### src/rtl/mmslv_pkg.sv
package mmslv_pkg;
    localparam int DW = 64;
    localparam int HW = DW / 2;
    localparam int NW = 2;

    typedef enum logic [1:0] {
        RD_IDLE  = 2'd0,
        RD_WAIT  = 2'd1,
        RD_VALID = 2'd2
    } rd_state_e;

    typedef struct packed {
        logic afull;
        logic aempty;
        logic full;
        logic empty;
    } fifo_flags_t;

    function automatic logic [NW-1:0] be_to_wen(input logic [7:0] b);
        case (b)
            8'hFF:   return 2'b11;
            8'hF0:   return 2'b10;
            8'h0F:   return 2'b01;
            default: return 2'b00;
        endcase
    endfunction
endpackage

### src/rtl/mmslv_decode.sv
module mmslv_decode
    import mmslv_pkg::*;
(
    input  logic [1:0]    addr,
    input  logic [7:0]    be,
    output logic [3:0]    sel,
    output logic [NW-1:0] wen
);
    always_comb begin
        sel = '0;
        sel[addr] = 1'b1;
        wen = be_to_wen(be);
    end
endmodule

### src/rtl/mmslv_ctrl.sv
module mmslv_ctrl
    import mmslv_pkg::*;
#(
    parameter int TMO = 32
) (
    input  logic          clk,
    input  logic          rst,
    input  logic          rd,
    input  logic          wr,
    input  logic          is_din,
    input  logic          is_dout,
    input  logic [NW-1:0] wen,
    input  logic [NW-1:0] in_full,
    input  logic [NW-1:0] out_empty,
    output logic          waitreq,
    output logic          rd_acc,
    output logic          tmo_now,
    output logic [NW-1:0] push,
    output logic [NW-1:0] pop,
    output logic          rdvalid,
    output logic [NW-1:0] in_tmo,
    output logic [NW-1:0] in_stk,
    output logic [NW-1:0] out_tmo,
    output logic [NW-1:0] out_stk
);
    localparam int CW = $clog2(TMO + 1);

    logic [CW-1:0] cnt_q;
    logic          blocked, expired, wr_acc;
    rd_state_e     st_q;

    always_comb begin
        if (rd) blocked = is_dout && |(wen & out_empty);
        else    blocked = wr && is_din && |(wen & in_full);
        expired = (cnt_q == CW'(TMO));
        waitreq = blocked && !expired;
        tmo_now = blocked && expired;
        rd_acc  = rd && !waitreq;
        wr_acc  = wr && !rd && !waitreq;
        push    = (wr_acc && is_din && !tmo_now) ? wen : '0;
        pop     = (rd_acc && is_dout && !tmo_now) ? wen : '0;
        rdvalid = (st_q == RD_VALID);
    end

    always_ff @(posedge clk) begin
        if (rst)          cnt_q <= '0;
        else if (waitreq) cnt_q <= cnt_q + 1'b1;
        else              cnt_q <= '0;
    end

    always_ff @(posedge clk) begin
        if (rst)                st_q <= RD_IDLE;
        else if (rd_acc)        st_q <= RD_VALID;
        else if (rd && waitreq) st_q <= RD_WAIT;
        else                    st_q <= RD_IDLE;
    end

    for (genvar w = 0; w < NW; w++) begin : g_flag
        always_ff @(posedge clk) begin
            if (rst) begin
                in_tmo[w]  <= 1'b0;
                in_stk[w]  <= 1'b0;
                out_tmo[w] <= 1'b0;
                out_stk[w] <= 1'b0;
            end else begin
                if (wr_acc && is_din && wen[w]) begin
                    in_tmo[w] <= tmo_now;
                    in_stk[w] <= in_stk[w] | tmo_now;
                end
                if (rd_acc && is_dout && wen[w]) begin
                    out_tmo[w] <= tmo_now;
                    out_stk[w] <= out_stk[w] | tmo_now;
                end
            end
        end
    end
endmodule

### src/rtl/mmslv_rdmux.sv
module mmslv_rdmux
    import mmslv_pkg::*;
(
    input  logic [3:0]        sel,
    input  logic [NW-1:0]     wen,
    input  logic              tmo_now,
    input  logic [DW-1:0]     key,
    input  logic [DW-1:0]     head,
    input  fifo_flags_t [NW-1:0] in_fl,
    input  fifo_flags_t [NW-1:0] out_fl,
    input  logic [NW-1:0]     in_tmo,
    input  logic [NW-1:0]     in_stk,
    input  logic [NW-1:0]     out_tmo,
    input  logic [NW-1:0]     out_stk,
    output logic [DW-1:0]     dout
);
    logic [DW-1:0] stat, raw, mask;

    always_comb begin
        stat = '0;
        for (int w = 0; w < NW; w++) begin
            stat[16 + 8*w +: 6] = {in_fl[w], in_tmo[w], in_stk[w]};
            stat[8*w +: 6]      = {out_fl[w], out_tmo[w], out_stk[w]};
        end
        unique case (1'b1)
            sel[0]:  raw = stat;
            sel[1]:  raw = key;
            sel[3]:  raw = head;
            default: raw = '0;
        endcase
        for (int w = 0; w < NW; w++) mask[HW*w +: HW] = {HW{wen[w]}};
        dout = tmo_now ? '0 : (raw & mask);
    end
endmodule

### src/rtl/mm_stream_slave.sv
module mm_stream_slave
    import mmslv_pkg::*;
#(
    parameter int TMO = 32
) (
    input  logic        clk,
    input  logic        rst,
    input  logic        rd,
    input  logic        wr,
    input  logic [1:0]  addr,
    input  logic [7:0]  be,
    input  logic [63:0] wdata,
    output logic        rdvalid,
    output logic        waitreq,
    output logic [63:0] rdata,
    output logic [63:0] key_out,
    output logic [1:0]  in_push,
    output logic [63:0] in_wdata,
    input  logic [1:0]  in_full,
    input  logic [1:0]  in_afull,
    input  logic [1:0]  in_aempty,
    input  logic [1:0]  in_empty,
    output logic [1:0]  out_pop,
    input  logic [63:0] out_rdata,
    input  logic [1:0]  out_full,
    input  logic [1:0]  out_afull,
    input  logic [1:0]  out_aempty,
    input  logic [1:0]  out_empty
);
    logic [3:0]    sel;
    logic [NW-1:0] wen, in_tmo, in_stk, out_tmo, out_stk;
    logic          rd_acc, tmo_now;
    logic [DW-1:0] key_q, mux_d, rdata_q;
    fifo_flags_t [NW-1:0] in_fl, out_fl;

    always_comb begin
        for (int w = 0; w < NW; w++) begin
            in_fl[w]  = '{afull: in_afull[w], aempty: in_aempty[w],
                          full: in_full[w], empty: in_empty[w]};
            out_fl[w] = '{afull: out_afull[w], aempty: out_aempty[w],
                          full: out_full[w], empty: out_empty[w]};
        end
    end

    mmslv_decode u_dec (.addr(addr), .be(be), .sel(sel), .wen(wen));

    mmslv_ctrl #(.TMO(TMO)) u_ctrl (
        .clk(clk), .rst(rst), .rd(rd), .wr(wr),
        .is_din(sel[2]), .is_dout(sel[3]), .wen(wen),
        .in_full(in_full), .out_empty(out_empty),
        .waitreq(waitreq), .rd_acc(rd_acc), .tmo_now(tmo_now),
        .push(in_push), .pop(out_pop), .rdvalid(rdvalid),
        .in_tmo(in_tmo), .in_stk(in_stk), .out_tmo(out_tmo), .out_stk(out_stk)
    );

    mmslv_rdmux u_mux (
        .sel(sel), .wen(wen), .tmo_now(tmo_now), .key(key_q), .head(out_rdata),
        .in_fl(in_fl), .out_fl(out_fl), .in_tmo(in_tmo), .in_stk(in_stk),
        .out_tmo(out_tmo), .out_stk(out_stk), .dout(mux_d)
    );

    for (genvar w = 0; w < NW; w++) begin : g_key
        always_ff @(posedge clk) begin
            if (rst)
                key_q[HW*w +: HW] <= '0;
            else if (wr && !rd && sel[1] && wen[w])
                key_q[HW*w +: HW] <= wdata[HW*w +: HW];
        end
    end

    always_ff @(posedge clk) begin
        if (rst)         rdata_q <= '0;
        else if (rd_acc) rdata_q <= mux_d;
    end

    assign rdata    = rdata_q;
    assign key_out  = key_q;
    assign in_wdata = wdata;
endmodule

### config.mk
export PLATFORM = sky130hd
export DESIGN_NAME = mm_stream_slave
export DESIGN_NICKNAME = d
export VERILOG_FILES = /design/src/rtl/mmslv_pkg.sv /design/src/rtl/mmslv_decode.sv /design/src/rtl/mmslv_ctrl.sv /design/src/rtl/mmslv_rdmux.sv /design/src/rtl/mm_stream_slave.sv
export SDC_FILE = /design/constraint.sdc
export NUM_CORES = 1
export LEC_CHECK = 0
export BUFFER_PORTS_ARGS = -buffer_cell sky130_fd_sc_hd__buf_2
export CORE_AREA = 4 4 137 139
export CTS_BUF_LIST = sky130_fd_sc_hd__clkbuf_8
export CTS_CLUSTER_DIAMETER = 80
export DETAILED_ROUTE_END_ITERATION = 12
export DIE_AREA = 0 0 141 143
export GPL_ROUTABILITY_DRIVEN = 0
export PLACE_DENSITY = 0.74
export SYNTH_ARGS = -nofsm -noshare
export SYNTH_HDL_FRONTEND = slang
export SYNTH_SLANG_ARGS = --single-unit
### constraint.sdc
create_clock -name clk -period 3.08 [get_ports clk]
set_input_delay 0.154 -clock clk [delete_from_list [all_inputs] [get_ports clk]]
set_output_delay 0.154 -clock clk [all_outputs]
set_load 0.05 [all_outputs]
==> run summary, run 1 <==
The final number of setup-violating endpoints came out at 0. The vias after detailed routing came out at ~6500. The global-route total usage across every layer is 22.0%. The worst setup path is launched from a flop.

Among all cell types in the netlist, the one instantiated most often is nand2_1. Setup total negative slack on the finished layout was measured at 0 ns. The largest net degree at the start of global routing is 65. The first global-routing pass estimated 35200 microns of wire.

Of all nets on the critical path, the largest fanout is 33. The count of pins on the block boundary is 356. The final-report hold violation count came out at 0. The final layout contains routed wiring with a total length of 22900 microns. The chip width came out at between 100 and 150 microns. The worst register-to-register path has a setup slack of 1.0 ns. The total of cells resized after clock tree synthesis is 0. The setup slack at placement came out at ~0.9 ns. The via count of the first global-routing pass is 6681. For the worst setup path, the data arrival time is 2.45 ns. The category of the critical setup timing path is flop to flop. The number of antenna violations at the first check in global routing is 2. The top cell type's share of synthesized area came out at 44.9%. The number of cells on the worst hold path is 4.

No sink is reached through more buffers than the 2 on the longest clock path. The per-cell routed wire length came out at between 15 and 20 microns. The maximum clock skew at final layout came out at 0.0178 ns. The hold buffer count at cts came out at 101. The transition time of the tightest slew-check pin is 1.18 ns. The sequential element share of the synthesized area came out at 44.9%. Once detail routing completed, the nets flagged for antenna violations numbered 0. Of the cells placed in the final design, the portion with a size suffix greater than 1 is 39.3%. The worst hold path begins at out_aempty[1].

In this run the critical register-to-register path is launched from u_ctrl.cnt_q[0]$_SDFF_PP0_. The share of synthesized flip-flops with an asynchronous set or reset is 0%. The cell accounting for the most synthesized area is dfxtp_1.

The hold-critical path endpoint is rdata[12]$_SDFFE_PP0P_. The data required time of the critical path is ~3.4 ns. The clock transition time at the flip-flop clock pins of the worst setup and hold paths came out at 0.10 ns. In this run the cell area of the synthesized design comes to 6420 sq um. The count of cells along the worst register-to-register path is 7. The combined area of the multi-input logic cells is 2820 sq um. The clock buffer count from CTS is 17. Compared with the post-synthesis result, the final layout area differs by 45.8%. The via-per-instance ratio is between 4 and 5. The tool flagged a number of max-cap violations equal to 0. The number of setup buffers added after CTS is 0. Derived from the worst setup path, the maximum achievable clock frequency is between 0.4 and 0.5 GHz. The final period demand of the worst path came out at between 2 and 2.5 ns. The antenna diode count came out at 0. The die extent in y came out at about 140 microns.

The synthesized netlist net count is between 800 and 900. The count of clock tree sinks is 144. The cell sitting at the root of the clock tree is a clkbuf_8.

The combined flip-flop and latch cell area is a little under 3000 sq um. The relative slew slack came out at 21.0%. The endpoint class of the critical path is a flop. The initial core utilization is 36.4%. The worst vdd rail ir drop came out at between 0.3 and 0.4 mV. Among all flip-flop cells after synthesis, the most frequent one is dfxtp_1. The CTS tree is built. A synthesized cell averages 9.13 sq um.

The sum of internal, switching and leakage power is 4.25 mW. The floorplan step defined a core boundary enclosing 17700 sq um. In this run the critical register-to-register path is captured at rdata[48]$_SDFFE_PP0P_. The filler cells instantiated in the layout total 1590.

The half-perimeter wire length after detailed placement is 15800 microns. The distinct cell type count after synthesis came out at between 40 and 50. Sorting the synthesized cells by how often they occur yields nand2_1, dfxtp_1, buf_4.

The row count came out at 49. The die covers 20200 sq um. The number of enable-type register cells in the synthesized netlist came out at 0.

The net count of the finished layout is 1238. Setup repair after global routing left no endpoint under its margin. The total of flip-flops plus latches after synthesis is between 100 and 150. The cell count after synthesis is 704.

The count of port buffers added during placement came out at 355. Of the available clock period, the critical path in the final layout requires between 60% and 70%. The number of slew-limit violations in the final report came out at 0. The total number of yosys warnings came out at 0. The flow ran to the end, and the final reports show no timing, DRC or antenna violations.

In the post-route analysis, the smallest setup slack over all paths is 0.997 ns. The first routing iteration left 242 violations. The clock insertion delay at the later pin of the skew report came out at 0.44 ns.

The leakage dissipation came out at ~4.3 nW. By area the synthesized netlist is led by dfxtp_1, nand2_1, mux2i_1. The remaining global-route overflow is 0. The path class of the tightest hold or removal check is input port to flop. The number of H-tree branching levels is 4.

The detailed-router iteration count before antenna repair is 6. In the routed design, unresolved DRC markers number 0. The power per cell area came out at 453 nW/um^2.
-- cell families after synthesis --
logic type	Yosys count	synth area share (%)
and+or+nand+nor	202	13.5
AOI/OAI and AO/OA	172	19.1
DFF	144	44.9
buffers and inverters	116	11.5
muxes	64	10.1
xor gates and xnor gates	4	0.545
adders and majority gates	2	0.389
-- registers in the layout, summed over array words and instances (netlist names) --
| signal | flops |
|---|---|
| u_ctrl.out_stk | 2 |
| rdata | 64 |
| key_out | 64 |
| u_ctrl.out_tmo | 2 |
| u_ctrl.in_stk | 2 |
| u_ctrl.cnt_q | 6 |
| u_ctrl.st_q | 2 |
| u_ctrl.in_tmo | 2 |
-- through the flow --
stage | cell area [sq um] | std cells | util (%) | hold WS (ns)
3_3_place_gp | 7880 | 1187 | 44.6 | 0.404
5_1_grt | 9370 | 1320 | 53.0 | 0.00173
3_5_place_dp | 7880 | 1187 | 44.6 | 0.408
2_1_floorplan | 6420 | 704 | - | 0.290
6_report | 9370 | 1320 | 53.0 | 0.0476
4_1_cts | 9370 | 1320 | 53.0 | 0.00147
-- routing by layer --
metal	wire (microns)	global-route usage (%)
met5	34	0
met1	8940	24.7
met3	2090	7.74
met4	707	9.99
met2	11100	37.8
-- worst max-delay path, stage by stage, from the launching register on --
cell	delay (ns)
dfxtp_1	0.38
inv_1	0.06
ha_1	0.18
nor4b_1	0.15
a21oi_1	0.34
o2bb2ai_4	0.45
buf_12	0.28
o2bb2ai_1	0.14
-- final cells by class --
class	instances	share of cell area (%)
Clock buffer	18	2.64
Clock inverter	14	2.44
Inverter	4	0.160
Multi-Input combinational cell	444	30.1
Sequential cell	144	30.8
Tap cell	229	3.06
Timing Repair Buffer	467	30.8
-- power breakdown --
part	switching, mW	total (mW)	internal [mW]	leakage (nW)
clock network	0.788	1.79	1.00	0.232
registers	0.000568	1.86	1.86	1.16
logic	0.356	0.594	0.238	2.93
-- worst max path at each step --
stage / startpoint / end / slack [ns] / depth (start not counted)
after global placement: addr[1] / rdata[47]$_SDFFE_PP0P_ / 0.96 / 6
after CTS: u_ctrl.cnt_q[0]$_SDFF_PP0_ / waitreq / 0.99 / 6
after global routing: u_ctrl.cnt_q[0]$_SDFF_PP0_ / waitreq / 0.86 / 6
final: u_ctrl.cnt_q[0]$_SDFF_PP0_ / rdata[48]$_SDFFE_PP0P_ / 1.0 / 7
after detailed placement: addr[1] / rdata[41]$_SDFFE_PP0P_ / 0.88 / 6
after floorplan: addr[1] / u_ctrl.in_tmo[0]$_SDFFE_PP0P_ / 1.26 / 5
-- cells in the final DEF (no fill, tap or decap), drive strengths merged, types with 3 or more instances in the layout --
cell type      n
buf          366
nand2        157
dfxtp        144
dlygate4sd3  101
a21oi         69
mux2i         56
o2bb2ai       33
a22o          32
o21ai         28
clkbuf        18
nor2          18
mux2           8
inv            7
nor3           5
bufinv         5
nand3          4
a31oi          4
clkinv         4
and3           3
and2           3
nor4           3
Note: power is estimated with default switching activity, not from simulation.
==> inputs of run 2 (changes only) <==
--- a/config.mk
+++ b/config.mk
@@ -6,13 +6,13 @@
 export NUM_CORES = 1
 export LEC_CHECK = 0
 export BUFFER_PORTS_ARGS = -buffer_cell sky130_fd_sc_hd__buf_2
-export CORE_AREA = 4 4 137 139
+export CORE_AREA = 4 4 135 137
 export CTS_BUF_LIST = sky130_fd_sc_hd__clkbuf_8
 export CTS_CLUSTER_DIAMETER = 80
 export DETAILED_ROUTE_END_ITERATION = 12
-export DIE_AREA = 0 0 141 143
+export DIE_AREA = 0 0 139 141
 export GPL_ROUTABILITY_DRIVEN = 0
-export PLACE_DENSITY = 0.74
+export PLACE_DENSITY = 0.76
 export SYNTH_ARGS = -nofsm -noshare
 export SYNTH_HDL_FRONTEND = slang
 export SYNTH_SLANG_ARGS = --single-unit
==> constraint.sdc (replaced) <==
create_clock -name clk -period 2 [get_ports clk]
set_input_delay 0.1 -clock clk [delete_from_list [all_inputs] [get_ports clk]]
set_output_delay 0.1 -clock clk [all_outputs]
set_load 0.05 [all_outputs]
==> run summary, run 2 (same netlist as run 1, synthesis figures left out) <==
The antenna diode count came out at 0 (unchanged). The net count of the finished layout is 1265 (+2.2%). The max-cap violation count came to 0 (unchanged). The combined area of the multi-input logic cells is 2830 sq um (+0.22%). The cell type of the slowest stage on the worst timing path is dfxtp_1. Setup repair after global routing left no endpoint under its margin. The final-report hold violation count is 0 (unchanged).

The worst vdd rail ir drop was 0.403 mV (+32%). STA classifies the critical path startpoint as a flop. The via count of the first global-routing pass came out at 7045 (+5.4%). The wire length of the first global-routing pass came out at 36700 microns (+4.2%).

The number of setup buffers added after CTS is 0 (unchanged). The per-cell routed wire length came out at 17.5 microns (+0.96%). The flow ran to the end, and the final reports show no timing, DRC or antenna violations. The number of antenna violations at the first check in global routing is 0 (-2).

The final cell count without fillers is 1343 (+1.7%). After layout, the minimum clock period comes to 1.86 ns. The remaining global-route overflow came out at 0 (unchanged). The setup slack at placement was 0.145 ns (-0.738 ns). The count of antenna-violating nets left after detailed routing is 0 (unchanged). The ratio of final minimum period to clock period came out at 93.2%. The sum of internal, switching and leakage power was 6.09 mW (+43%). The placeable core region came out at 17100 sq um (-3.4%). The final worst slack came out at 0.135 ns (-0.862 ns). The leakage dissipation came to 4.43 nW (+2.5%). The area growth from synthesis to final layout came out at 49.4%.

The vias after detailed routing came out at 6670 (+2.2%). The final number of setup-violating endpoints is 0 (unchanged). The die extent in y came to 141 microns (-1.4%). The row count is 48 (-2.0%). The number of fillers in the final layout is 1471 (-7.5%). The category of the critical setup timing path is flop to output port. The delay of the slowest critical-path stage came out at 0.38 ns (-0.07 ns). The number of buffers between clock root and the deepest sink is 2 (unchanged). The clock transition time at the flip-flop clock pins of the worst setup and hold paths came out at 0.08 ns (-0.02 ns). The clock insertion delay at the later pin of the skew report came to 0.43 ns (about the same). The data required time of the critical path came out at 1.90 ns (-1.54 ns). The half-perimeter wire length after detailed placement is 16100 microns (+1.9%). The number of violations reported at the end of detailed-routing iteration 0 is 266 (+9.9%). The tightest min-delay check is of the input port to flop type.

The summed negative setup slack over all endpoints is 0 ns (unchanged). The total detailed-routing wirelength came out at 23500 microns (+2.7%). The transition time of the tightest slew-check pin came to 0.587 ns (-0.598 ns). The count of port buffers added during placement came out at 355 (unchanged).

The combined flip-flop and latch cell area came out at 2880 sq um (unchanged). The largest net degree at the start of global routing was 38 (-42%). The initial core utilization is 37.7% (+1.3 points). The tree is rooted in a clkbuf_8. The achievable clock frequency is 0.536 GHz. The signal on the critical path passes through inv_1, ha_1, nor4b_2, nand2_1, and2_1, buf_2. The fraction of final layout cells with drive strength greater than 1 is 39.2% (-0.14 points).

The number of DRC violations after detailed routing came out at 0 (unchanged). The global-route total usage across every layer is 23.2% (+1.2 points). Leaving out fill and tap cells, the most frequent cell in the layout is buf_2. The count of pins on the block boundary came to 356 (unchanged). The number of H-tree branching levels was 4 (unchanged). The final-layout worst hold slack is 0.0611 ns (+0.0135 ns). The cell total after placement came to 1192 (+0.42%). The CTS tree is built.

The via-per-instance ratio was 4.97 (+0.49%). The highest fanout seen on the critical path is 4 (-88%). The number of slew-limit violations in the final report is 0 (unchanged).

The detailed-router iteration count before antenna repair is 5 (-1). The clock buffer count from CTS is 17 (unchanged). The count of clock tree sinks is 144 (unchanged). The power per cell area is 634 nW/um^2 (+40%). The area enclosed by the die boundary came to 19600 sq um (-2.8%). The chip width came out at 139 microns (-1.4%). The worst setup path is captured at an output port.

In the layout the commonest cells are buf_2, nand2_1, dfxtp_1, dlygate4sd3_1, a21oi_1. The endpoint arrival time on the critical path was 1.76 ns (-0.69 ns). The relative slew slack is 60.9% (+40 points). The maximum clock skew at final layout was 0.0126 ns (-0.00517 ns).
## run 2: changes by cell type in the layout (fill, tap and decap cells not counted), sizes merged
cell         change
buf              +9
bufinv           -4
clkbuf           -1
clkinv           -3
clkinvlp         +2
dlygate4sd3     +18
inv              +6
## run 2: report_power, final
part / total [mW] / switching [mW] / internal [mW]
sequential: 2.87 / 0.000878 / 2.87
clock: 2.26 / 1.24 / 1.02
combinational: 0.958 / 0.558 / 0.400
total: 6.09 / 1.80 / 4.29
## run 2: worst max-delay path, delay by kind of cell, from the launching register on
family                     cells  cell delay [ns]
and+or+nand+nor                3             0.45
DFF                            1             0.38
buffers and inverters          2             0.33
adders and majority gates      1             0.19
## run 2: per-layer routing
| metal | global-route usage (%) | routed length [microns] | vias up |
|---|---|---|---|
| met5 | 0 | 0 | - |
| met1 | 25.9 | 9220 | 3061 |
| li1 | - | - | 3181 |
| met3 | 7.70 | 1920 | 61 |
| met4 | 9.32 | 684 | 0 |
| met2 | 40.8 | 11700 | 367 |
## run 2: layout make-up
class                   count  area share [%]
clock inverters            15            1.56
well taps                 225            2.93
repair buffers            494            33.4
multi-input cells         444            29.4
clock buffers              17            2.44
inverters                   4           0.156
flip-flops and latches    144            30.0
## run 2: what timing repair did
item                                   in CTS  in global routing
hold buffers                              119                  0
setup endpoints to repair                   1                  0
gates resized for setup                     1                  0
endpoints found under the hold margin     120                  0
## run 2: path summary, 6_finish.rpt
kind	start	endpoint	slack, ns	depth (start not counted)
setup reg to reg	u_ctrl.cnt_q[0]$_SDFF_PP0_	rdata[28]$_SDFFE_PP0P_	0.23	7
setup / recovery	u_ctrl.cnt_q[0]$_SDFF_PP0_	waitreq	0.14	6
hold reg to reg	rdata[34]$_SDFFE_PP0P_	rdata[34]$_SDFFE_PP0P_	0.46	1
hold / removal	in_full[1]	rdata[27]$_SDFFE_PP0P_	0.06	4
## run 2: per-stage QoR
stage / area, sq um / util [%]
floorplan: 6420 / -
global route: 9600 / 56.3
CTS: 9600 / 56.3
detailed placement: 8020 / 47.0
global placement: 8020 / 47.0
finish: 9600 / 56.3
